## src/rtl/xcc_pkg.sv

```systemverilog
package xcc_pkg;
    typedef enum logic [1:0] {
        MODE_NORMAL = 2'd0,
        MODE_REPEAT = 2'd1,
        MODE_BLOCK  = 2'd2,
        MODE_RSVD   = 2'd3
    } xmode_e;

    localparam logic [1:0] ADDR_CNT_A = 2'd0;
    localparam logic [1:0] ADDR_CNT_B = 2'd1;
    localparam logic [1:0] ADDR_CTRL  = 2'd2;
    localparam logic [1:0] ADDR_EN    = 2'd3;
endpackage

```

## src/rtl/xcc_cnt_a.sv

```systemverilog
module xcc_cnt_a import xcc_pkg::*; #(
    parameter int CNT_W = 16
) (
    input  logic [CNT_W-1:0] cnt,
    input  xmode_e           mode,
    input  logic             step,
    output logic [CNT_W-1:0] cnt_nxt,
    output logic             wrap,
    output logic             zero
);
    localparam int HALF = CNT_W / 2;

    logic             split;
    logic [HALF-1:0]  lo;
    logic [HALF-1:0]  hi;

    assign split = (mode == MODE_REPEAT) || (mode == MODE_BLOCK);
    assign lo    = cnt[HALF-1:0];
    assign hi    = cnt[CNT_W-1:HALF];

    always_comb begin
        cnt_nxt = cnt;
        wrap    = 1'b0;
        zero    = 1'b0;
        if (step) begin
            if (split) begin
                if (lo == HALF'(1)) begin
                    cnt_nxt = {hi, hi};
                    wrap    = 1'b1;
                end else begin
                    cnt_nxt = {hi, lo - HALF'(1)};
                end
            end else begin
                cnt_nxt = cnt - CNT_W'(1);
                zero    = (cnt == CNT_W'(1));
            end
        end
    end
endmodule

```

## src/rtl/xcc_cnt_b.sv

```systemverilog
module xcc_cnt_b #(
    parameter int CNT_W = 16
) (
    input  logic [CNT_W-1:0] cnt,
    input  logic             step,
    output logic [CNT_W-1:0] cnt_nxt,
    output logic             zero
);
    always_comb begin
        cnt_nxt = cnt;
        zero    = 1'b0;
        if (step) begin
            cnt_nxt = cnt - CNT_W'(1);
            zero    = (cnt == CNT_W'(1));
        end
    end
endmodule

```

## src/rtl/xcc_en_ctrl.sv

```systemverilog
module xcc_en_ctrl (
    input  logic en_q,
    input  logic irq_q,
    input  logic accept,
    input  logic seq_done,
    input  logic dis,
    input  logic ack,
    input  logic en_wr,
    input  logic en_wdata,
    output logic en_d,
    output logic irq_d
);
    logic clr;

    assign clr = accept && (dis || seq_done);

    always_comb begin
        if (en_wr)    en_d = en_wdata;
        else if (clr) en_d = 1'b0;
        else          en_d = en_q;

        if (clr)      irq_d = 1'b1;
        else if (ack) irq_d = 1'b0;
        else          irq_d = irq_q;
    end
endmodule

```

## src/rtl/xfer_count_ctrl.sv

```systemverilog
module xfer_count_ctrl import xcc_pkg::*; #(
    parameter int CNT_W = 16
) (
    input  logic             clk,
    input  logic             rst_n,
    input  logic             reg_wr,
    input  logic [1:0]       reg_addr,
    input  logic [CNT_W-1:0] reg_wdata,
    output logic [CNT_W-1:0] reg_rdata,
    input  logic             xfer_pulse,
    input  logic             irq_ack,
    output logic             end_xfer,
    output logic             end_block,
    output logic             irq,
    output logic             act_en
);
    typedef struct packed {
        logic [CNT_W-1:0] cnt_a;
        logic [CNT_W-1:0] cnt_b;
        xmode_e           mode;
        logic             dis;
        logic             en;
        logic             irq;
        logic             end_x;
        logic             end_b;
    } state_t;

    state_t state_d, state_q;

    logic             accept;
    logic             blk;
    logic             a_wrap, a_zero, b_zero;
    logic [CNT_W-1:0] a_nxt, b_nxt;
    logic             seq_done;
    logic             en_d, irq_d;

    logic [CNT_W-1:0] cnt_a_q, cnt_b_q;
    logic [1:0]       mode_q;
    logic             dis_q;

    assign accept = xfer_pulse && state_q.en && !reg_wr;
    assign blk    = (state_q.mode == MODE_BLOCK);

    xcc_cnt_a #(.CNT_W(CNT_W)) u_cnt_a (
        .cnt     (state_q.cnt_a),
        .mode    (state_q.mode),
        .step    (accept),
        .cnt_nxt (a_nxt),
        .wrap    (a_wrap),
        .zero    (a_zero)
    );

    xcc_cnt_b #(.CNT_W(CNT_W)) u_cnt_b (
        .cnt     (state_q.cnt_b),
        .step    (accept && blk && a_wrap),
        .cnt_nxt (b_nxt),
        .zero    (b_zero)
    );

    assign seq_done = a_zero || (blk && a_wrap && b_zero);

    xcc_en_ctrl u_en (
        .en_q     (state_q.en),
        .irq_q    (state_q.irq),
        .accept   (accept),
        .seq_done (seq_done),
        .dis      (state_q.dis),
        .ack      (irq_ack),
        .en_wr    (reg_wr && (reg_addr == ADDR_EN)),
        .en_wdata (reg_wdata[0]),
        .en_d     (en_d),
        .irq_d    (irq_d)
    );

    always_comb begin
        state_d       = state_q;
        state_d.cnt_a = a_nxt;
        state_d.cnt_b = b_nxt;
        state_d.en    = en_d;
        state_d.irq   = irq_d;
        state_d.end_x = accept && seq_done;
        state_d.end_b = accept && blk && a_wrap;
        if (reg_wr) begin
            case (reg_addr)
                ADDR_CNT_A: state_d.cnt_a = reg_wdata;
                ADDR_CNT_B: state_d.cnt_b = reg_wdata;
                ADDR_CTRL: begin
                    state_d.mode = xmode_e'(reg_wdata[1:0]);
                    state_d.dis  = reg_wdata[2];
                end
                default: ;
            endcase
        end
    end

    always_ff @(posedge clk or negedge rst_n) begin
        if (!rst_n) state_q <= '0;
        else        state_q <= state_d;
    end

    always_comb begin
        reg_rdata = '0;
        case (reg_addr)
            ADDR_CNT_A: reg_rdata = state_q.cnt_a;
            ADDR_CNT_B: reg_rdata = state_q.cnt_b;
            ADDR_CTRL:  reg_rdata[2:0] = {state_q.dis, state_q.mode};
            default:    reg_rdata[0] = state_q.en;
        endcase
    end

    assign cnt_a_q   = state_q.cnt_a;
    assign cnt_b_q   = state_q.cnt_b;
    assign mode_q    = state_q.mode;
    assign dis_q     = state_q.dis;
    assign end_xfer  = state_q.end_x;
    assign end_block = state_q.end_b;
    assign irq       = state_q.irq;
    assign act_en    = state_q.en;
endmodule

```

## config.mk

```make
export PLATFORM = sky130hd
export DESIGN_NAME = xfer_count_ctrl
export DESIGN_NICKNAME = d
export VERILOG_FILES = /design/src/rtl/xcc_pkg.sv /design/src/rtl/xcc_cnt_a.sv /design/src/rtl/xcc_cnt_b.sv /design/src/rtl/xcc_en_ctrl.sv /design/src/rtl/xfer_count_ctrl.sv
export SDC_FILE = /design/constraint.sdc
export NUM_CORES = 1
export LEC_CHECK = 0
export ABC_AREA = 1
export CAP_MARGIN = 30
export CELL_PAD_IN_SITES_DETAIL_PLACEMENT = 0
export CELL_PAD_IN_SITES_GLOBAL_PLACEMENT = 1
export CORE_MARGIN = 1
export CORE_UTILIZATION = 39
export CTS_CLUSTER_DIAMETER = 50
export DETAILED_ROUTE_END_ITERATION = 16
export PLACE_DENSITY = 0.87
export SYNTH_ARGS = -nofsm -noshare
export SYNTH_HDL_FRONTEND = slang
export SYNTH_SLANG_ARGS = --single-unit
```

## constraint.sdc

```tcl
create_clock -name clk -period 1.9 [get_ports clk]
set_input_delay 0.475 -clock clk [delete_from_list [all_inputs] [get_ports clk]]
set_output_delay 0.475 -clock clk [all_outputs]
set_load 0.01 [all_outputs]
```

==> reports/qor.json, run 1 <==
{
  "report.final.slew_viol_count": {"value": 0},
  "detail-route-antenna-nets": {"value": 0},
  "fin_area": {"value": 3990, "unit": "sq um"},
  "gpl.final_weighted_congestion": {"value": 0.879},
  "dpl_cell_area": {"value": 3850, "unit": "sq um"},
  "area_growth_syn_to_layout": {"value": 30.9, "unit": "%"},
  "grt_max_degree": {"value": 40},
  "root_buffer": {"value": "sky130_fd_sc_hd__clkbuf_8"},
  "synth.cell_area": {"value": 3050, "unit": "sq um"},
  "timing.fmax": {"value": 533, "unit": "MHz"},
  "finalHoldViolations": {"value": 0},
  "n_antenna_cell": {"value": 0},
  "tritoncts": {"value": "yes"},
  "cts_buffers": {"value": 5},
  "mostFrequentLayoutCells": {"value": "sky130_fd_sc_hd__nand2_1, sky130_fd_sc_hd__inv_1, sky130_fd_sc_hd__nor2_1"},
  "wire_length_of_the_first_global_routing_pass": {"value": 16200, "unit": "um"},
  "rows": {"value": 31},
  "swShare": {"value": 39.9, "unit": "%"},
  "routedWlPerCell": {"value": 15.2, "unit": "um"},
  "groute.usage.overall": {"value": 25.3, "unit": "%"},
  "critical-path-top-delay-family": {"value": "buffers and inverters"},
  "detailed_routing_iteration_count_for_the_pre_antenna_repair_pass": {"value": 4},
  "clkSinkCount": {"value": 39},
  "cts-root-to-sink-buffers": {"value": 2},
  "syn-num-nets": {"value": 503},
  "layout.cells.non_filler": {"value": 659},
  "finalCriticalPeriod": {"value": 1.88, "unit": "ns"},
  "ir_worst_vdd": {"value": 0.000326, "unit": "V"},
  "vias_per_cell": {"value": 5.11},
  "pwr-share-comb": {"value": 39.8, "unit": "%"},
  "critical_path.slowest_cell": {"value": "sky130_fd_sc_hd__clkinvlp_4"},
  "count_of_mapped_cells_out_of_synthesis": {"value": 475},
  "grt.overflow.total": {"value": 0},
  "rsz0062_at_grt": {"value": "yes"},
  "power.switching": {"value": 0.00114, "unit": "W"},
  "die_width": {"value": 90.4, "unit": "um"},
  "worst_slew_pin_slew": {"value": 0.548, "unit": "ns"},
  "chipHeight": {"value": 90.4, "unit": "um"},
  "drv.max_cap_violation_count": {"value": 0},
  "power.internal": {"value": 0.00173, "unit": "W"},
  "run_status": {"value": "finished, final reports clean"},
  "placed_cells": {"value": 645},
  "fin_crit_share": {"value": 98.7, "unit": "%"},
  "io_pins": {"value": 43},
  "antenna_violations_before_repair": {"value": 0},
  "critPathBufInv": {"value": 3},
  "critical-path-max-stage-delay": {"value": 0.26, "unit": "ns"},
  "cp_data_required_time": {"value": 1.42, "unit": "ns"},
  "synth_top_area_share": {"value": 32.0, "unit": "%"},
  "synthesis.area_per_instance": {"value": 6.42, "unit": "sq um"},
  "synth-edff-count": {"value": 0},
  "n_fill_cell": {"value": 751},
  "coreArea": {"value": 7410, "unit": "sq um"},
  "synth-main-ff-cell": {"value": "sky130_fd_sc_hd__dfrtp_1"},
  "most_common_library_cell_in_the_layout_ignoring_fill_and_taps": {"value": "sky130_fd_sc_hd__nand2_1"},
  "fp.dieArea": {"value": 8180, "unit": "sq um"},
  "timing.critical_path.to_type": {"value": "primary output"},
  "synth_seq_cells": {"value": 39},
  "worst_slew_margin_rel": {"value": 63.5, "unit": "%"},
  "vias": {"value": 3369},
  "clk_transition_reported_paths": {"value": 0.09, "unit": "ns"},
  "maximum_level_of_the_cts_h_tree": {"value": 2},
  "critical_path_start_type": {"value": "primary input"},
  "number_of_global_route_vias_before_repair": {"value": 3251},
  "yosys_warnings": {"value": 0},
  "path_max_fanout": {"value": 8},
  "share_seq_of_total_power": {"value": 39.3, "unit": "%"},
  "postSynth.asyncResetShare": {"value": 100, "unit": "%"},
  "worst_skew_pair.late_latency": {"value": 0.30, "unit": "ns"},
  "post_route_cells_drive_above_1_share": {"value": 19.5, "unit": "%"},
  "setup-violations-final": {"value": 0},
  "cp_data_arrival_time": {"value": 1.40, "unit": "ns"},
  "power.density_cell_area": {"value": 719, "unit": "nW/um^2"},
  "synth_area_leader": {"value": "sky130_fd_sc_hd__dfrtp_1"},
  "share_clk_of_total_power": {"value": 20.9, "unit": "%"},
  "detailedPlacementHpwl": {"value": 7640, "unit": "um"},
  "synth.lib_cells_used.distinct": {"value": 30},
  "rrSetupSlack": {"value": 0.13, "unit": "ns"},
  "wl": {"value": 9990, "unit": "um"},
  "placement.io_buffers": {"value": 42},
  "hold_path.class": {"value": "primary input to async pin"},
  "initial_utilization": {"value": 41.2, "unit": "%"},
  "netlist_top_cells_area": {"value": "sky130_fd_sc_hd__dfrtp_1, sky130_fd_sc_hd__nand2_1, sky130_fd_sc_hd__nand3_1, sky130_fd_sc_hd__inv_1, sky130_fd_sc_hd__nor2_1"},
  "static_leakage": {"value": 2.02, "unit": "nW"},
  "fin_skew": {"value": 0.0108, "unit": "ns"},
  "crit_chain": {"value": "buf_8 -> nor2_4 -> clkinvlp_4 -> o2111ai_2 -> buf_2"},
  "total_power": {"value": 0.00287, "unit": "W"},
  "type_of_the_setup_path_with_the_least_slack": {"value": "primary input to primary output"},
  "finalNetCount": {"value": 588},
  "dr.first_iter.drc_count": {"value": 248},
  "detail_route.drc_violations": {"value": 0},
  "synth_seq_area_share": {"value": 32.0, "unit": "%"}
}
==> power groups by stage <==
stage          combinational, W  sequential [W]  clock [W]
2_1_floorplan          0.000656         0.00111          0
3_3_place_gp            0.00113         0.00114          0
3_5_place_dp            0.00114         0.00114          0
4_1_cts                 0.00112         0.00112   0.000617
5_1_grt                 0.00127         0.00114   0.000645
6_report                0.00114         0.00113   0.000599
==> sequential cells by signal, summed over array words and instances (netlist names) <==
signal,count
irq,1
end_block,1
end_xfer,1
mode_q,2
act_en,1
dis_q,1
cnt_b_q,16
cnt_a_q,16
==> Yosys cell counts, drive strengths merged (8+ instances only) <==
library cell    n
nand2         128
dfrtp          39
a21oi          13
buf            13
o21ai          26
or2             8
o22ai          11
inv            72
nand4          15
nand3          55
nor2           70
==> cells by family (layout without fill, tap and decap cells) <==
logic type | count (synthesis) | in the layout | share of synthesized area [%]
and+or+nand+nor | 282 | 282 | 42.2
buffers and inverters | 87 | 172 | 11.7
AOI/OAI and AO/OA | 56 | 56 | 10.3
DFF | 39 | 39 | 32.0
xor gates and xnor gates | 6 | 6 | 1.72
adders and majority gates | 5 | 5 | 2.05
==> final timing paths <==
check	depth (start not counted)	startpoint	endpoint
min	2	rst_n	cnt_a_q[5]
min in group clk	2	dis_q	dis_q
max in group asynchronous	2	rst_n	dis_q
max reg2reg	11	cnt_a_q[1]	cnt_a_q[7]
max	5	reg_addr[1]	reg_rdata[0]
min reg2reg	2	dis_q	dis_q
==> repair_timing <==
action,in CTS,in global routing
buffers inserted,2,4
endpoints found under the setup margin,18,31
hold buffers,0,0
cloned,1,0
pin swaps,7,6
resized for setup,71,11
==> area by class of cell <==
| cell class | instances | area (sq um) | share of cell area, % |
|---|---|---|---|
| repair inverters | 1 | 7.51 | 0.188 |
| multi-input cells | 349 | 1760 | 44.0 |
| flip-flops and latches | 39 | 976 | 24.4 |
| clock inverters | 1 | 5.00 | 0.125 |
| inverters | 73 | 283 | 7.08 |
| clock buffers | 6 | 82.6 | 2.07 |
| well taps | 99 | 124 | 3.10 |
| repair buffers | 91 | 757 | 19.0 |
==> through the flow <==
stage / hold slack, ns / setup slack [ns] / utilization [%] / setup TNS [ns]
floorplan: 0.179 / 0.141 / - / 0
global placement: 0.512 / -0.689 / 52.0 / -14.96
detailed placement: 0.515 / -0.735 / 52.0 / -16.75
CTS: 0.259 / 0.0430 / 53.1 / 0
global route: 0.282 / -0.0143 / 53.9 / -0.0213
finish: 0.225 / 0.0238 / 53.9 / 0
==> per-layer routing <==
metal | part of all wire, % | vias up | global-route usage, % | routed length, um
met1 | 44 | 1567 | 32.4 | 4420
met4 | 1.5 | 0 | 7.93 | 153
met2 | 48 | 94 | 43.4 | 4830
met5 | 0 | - | 0 | 0
li1 | - | 1697 | - | -
met3 | 5.9 | 11 | 4.04 | 588
(Power assumes the default switching activity.)
==> run 2, diff against run 1 <==
--- a/config.mk
+++ b/config.mk
@@ -14,6 +14,7 @@
 export CTS_CLUSTER_DIAMETER = 50
 export DETAILED_ROUTE_END_ITERATION = 16
 export PLACE_DENSITY = 0.87
+export SKIP_LAST_GASP = 1
 export SYNTH_ARGS = -nofsm -noshare
 export SYNTH_HDL_FRONTEND = slang
 export SYNTH_SLANG_ARGS = --single-unit
==> results of run 2 <==
The final DEF is identical to that of run 1; final timing and power are the same.
==> run 3, diff against run 2 <==
--- a/config.mk
+++ b/config.mk
@@ -14,6 +14,7 @@
 export CTS_CLUSTER_DIAMETER = 50
 export DETAILED_ROUTE_END_ITERATION = 16
 export PLACE_DENSITY = 0.87
+export SKIP_CTS_REPAIR_TIMING = 1
 export SKIP_LAST_GASP = 1
 export SYNTH_ARGS = -nofsm -noshare
 export SYNTH_HDL_FRONTEND = slang
==> reports/qor.json, run 3 (synthesis results as in run 1) <==
{
  "run_status": {"value": "finished, final reports clean"},
  "fp.dieArea": {"value": 8180, "unit": "sq um", "change": "unchanged"},
  "detail_route.drc_violations": {"value": 0, "change": "unchanged"},
  "path_max_fanout": {"value": 17, "change": "+9"},
  "timing.fmax": {"value": 540, "unit": "MHz", "change": "+1.3%"},
  "grt_max_degree": {"value": 40, "change": "unchanged"},
  "fin_crit_share": {"value": 97.5, "unit": "%", "change": "-1.2 points"},
  "n_antenna_cell": {"value": 0, "change": "unchanged"},
  "number_of_global_route_vias_before_repair": {"value": 3212, "change": "-1.2%"},
  "critical_path_start_type": {"value": "primary input"},
  "groute.usage.overall": {"value": 25.0, "unit": "%", "change": "-0.25 points"},
  "detail-route-antenna-nets": {"value": 0, "change": "unchanged"},
  "crit_chain": {"value": "dlymetal6s2s_1 -> nor2_2 -> inv_4 -> o221ai_1 -> dlymetal6s2s_1"},
  "mostFrequentLayoutCells": {"value": "sky130_fd_sc_hd__nand2_1, sky130_fd_sc_hd__inv_1, sky130_fd_sc_hd__nor2_1"},
  "die_width": {"value": 90.4, "unit": "um", "change": "unchanged"},
  "finalWorstSetupSlack": {"value": 0.0474, "unit": "ns", "change": "+0.0236 ns"},
  "fin_skew": {"value": 0.0106, "unit": "ns", "change": "-0.000225 ns"},
  "power.internal": {"value": 0.00173, "unit": "W", "change": "+0.30%"},
  "finalCriticalPeriod": {"value": 1.85, "unit": "ns", "change": "-0.0236 ns"},
  "wire_length_of_the_first_global_routing_pass": {"value": 16100, "unit": "um", "change": "-0.98%"},
  "maximum_level_of_the_cts_h_tree": {"value": 2, "change": "unchanged"},
  "cp_data_required_time": {"value": 1.42, "unit": "ns", "change": "about the same"},
  "tritoncts": {"value": "yes"},
  "vias_per_cell": {"value": 5.15, "change": "+0.67%"},
  "detailedPlacementHpwl": {"value": 7640, "unit": "um", "change": "unchanged"},
  "setup-violations-final": {"value": 0, "change": "unchanged"},
  "worst_slew_margin_rel": {"value": 63.8, "unit": "%", "change": "+0.30 points"},
  "power.density_cell_area": {"value": 714, "unit": "nW/um^2", "change": "-0.58%"},
  "antenna_violations_before_repair": {"value": 0, "change": "unchanged"},
  "cp_data_arrival_time": {"value": 1.38, "unit": "ns", "change": "-0.02 ns"},
  "area_growth_syn_to_layout": {"value": 31.5, "unit": "%"},
  "timing.critical_path.to_type": {"value": "primary output"},
  "share_clk_of_total_power": {"value": 21.0, "unit": "%", "change": "about the same"},
  "cts-root-to-sink-buffers": {"value": 2, "change": "unchanged"},
  "whs": {"value": 0.227, "unit": "ns", "change": "+0.00218 ns"},
  "routedWlPerCell": {"value": 15.1, "unit": "um", "change": "-0.19%"},
  "share_seq_of_total_power": {"value": 39.3, "unit": "%", "change": "about the same"},
  "report.final.slew_viol_count": {"value": 0, "change": "unchanged"},
  "finalNetCount": {"value": 584, "change": "-0.68%"},
  "static_leakage": {"value": 2.15, "unit": "nW", "change": "+6.8%"},
  "type_of_the_setup_path_with_the_least_slack": {"value": "primary input to primary output"},
  "coreArea": {"value": 7410, "unit": "sq um", "change": "unchanged"},
  "pwr-share-comb": {"value": 39.8, "unit": "%", "change": "about the same"},
  "critical_path.slowest_cell": {"value": "sky130_fd_sc_hd__dlymetal6s2s_1"},
  "gpl.final_weighted_congestion": {"value": 0.879, "change": "unchanged"},
  "detailed_routing_iteration_count_for_the_pre_antenna_repair_pass": {"value": 5, "change": "+1"},
  "rows": {"value": 31, "change": "unchanged"},
  "worst_skew_pair.late_latency": {"value": 0.30, "unit": "ns", "change": "about the same"},
  "most_common_library_cell_in_the_layout_ignoring_fill_and_taps": {"value": "sky130_fd_sc_hd__nand2_1"},
  "vias": {"value": 3371, "change": "+0.059%"},
  "grt.overflow.total": {"value": 0, "change": "unchanged"},
  "total_power": {"value": 0.00287, "unit": "W", "change": "-0.11%"},
  "initial_utilization": {"value": 41.2, "unit": "%", "change": "unchanged"},
  "power.switching": {"value": 0.00114, "unit": "W", "change": "-0.74%"},
  "preCtsSetupSlack": {"value": -0.735, "unit": "ns", "change": "unchanged"},
  "finalHoldViolations": {"value": 0, "change": "unchanged"},
  "placement.io_buffers": {"value": 42, "change": "unchanged"},
  "wl": {"value": 9910, "unit": "um", "change": "-0.79%"},
  "swShare": {"value": 39.6, "unit": "%", "change": "-0.25 points"},
  "clk_transition_reported_paths": {"value": 0.09, "unit": "ns", "change": "about the same"},
  "chipHeight": {"value": 90.4, "unit": "um", "change": "unchanged"},
  "clkSinkCount": {"value": 39, "change": "unchanged"},
  "worst_slew_pin_slew": {"value": 0.543, "unit": "ns", "change": "-0.00444 ns"},
  "critical-path-max-stage-delay": {"value": 0.21, "unit": "ns", "change": "-0.05 ns"},
  "drv.max_cap_violation_count": {"value": 0, "change": "unchanged"},
  "post_route_cells_drive_above_1_share": {"value": 16.5, "unit": "%", "change": "-2.9 points"},
  "cts_buffers": {"value": 5, "change": "unchanged"},
  "ir_worst_vdd": {"value": 0.000323, "unit": "V", "change": "-1.0%"},
  "root_buffer": {"value": "sky130_fd_sc_hd__clkbuf_8"},
  "dr.first_iter.drc_count": {"value": 227, "change": "-8.5%"},
  "hold_path.class": {"value": "primary input to async pin"},
  "crit_top_cell": {"value": "sky130_fd_sc_hd__dlymetal6s2s_1"},
  "io_pins": {"value": 43, "change": "unchanged"}
}
-- run 3: final timing paths --
check | startpoint | end | slack, ns | cells past startpoint
worst min register to register | dis_q | dis_q | 0.54 | 2
min in group clk | dis_q | dis_q | 0.54 | 2
worst max register to register | cnt_b_q[0] | cnt_b_q[12] | 0.22 | 11
worst max-delay path | reg_addr[1] | reg_rdata[1] | 0.05 | 5
worst min-delay path | rst_n | cnt_a_q[5] | 0.23 | 2
max in group asynchronous | rst_n | cnt_b_q[9] | 1.28 | 2
-- run 3: power by group through the flow --
| stage | registers (W) | clock network (W) | logic (W) |
|---|---|---|---|
| floorplan | 0.00111 | 0 | 0.000656 |
| global placement | 0.00114 | 0 | 0.00113 |
| detailed placement | 0.00114 | 0 | 0.00114 |
| CTS | 0.00112 | 0.000617 | 0.00115 |
| global route | 0.00114 | 0.000645 | 0.00127 |
| finish | 0.00113 | 0.000601 | 0.00114 |
-- run 3: cell type report --
cell class	instances	area (sq um)
clock buffer	6	82.6
clock inverter	1	5.00
fill	747	3400
inverter	73	283
multi-input combinational	349	1730
sequential	39	976
tap	99	124
timing repair buffer	88	813
-- run 3: through the flow --
| step | util (%) | setup TNS, ns | area [sq um] | std cells |
|---|---|---|---|---|
| 2_1_floorplan | - | 0 | 3050 | 475 |
| 5_1_grt | 54.1 | -0.00556 | 4010 | 655 |
| 4_1_cts | 53.2 | -10.34 | 3940 | 652 |
| 3_3_place_gp | 52.0 | -14.96 | 3850 | 645 |
| 3_5_place_dp | 52.0 | -16.75 | 3850 | 645 |
| 6_report | 54.1 | 0 | 4010 | 655 |
-- run 3: critical path, delay by kind of cell --
| family | cells | cell delay [ns] |
|---|---|---|
| buffers and inverters | 3 | 0.52 |
| AOI/OAI and AO/OA | 1 | 0.20 |
| and+or+nand+nor | 1 | 0.18 |
-- run 3: routing by layer --
metal	wire (um)	share of wire [%]	vias to the layer above	GRT usage, %
li1	-	-	1685	-
met1	4420	45	1573	32.8
met2	4760	48	94	42.7
met3	530	5.3	19	3.62
met4	206	2.1	0	7.12
met5	0	0	-	0
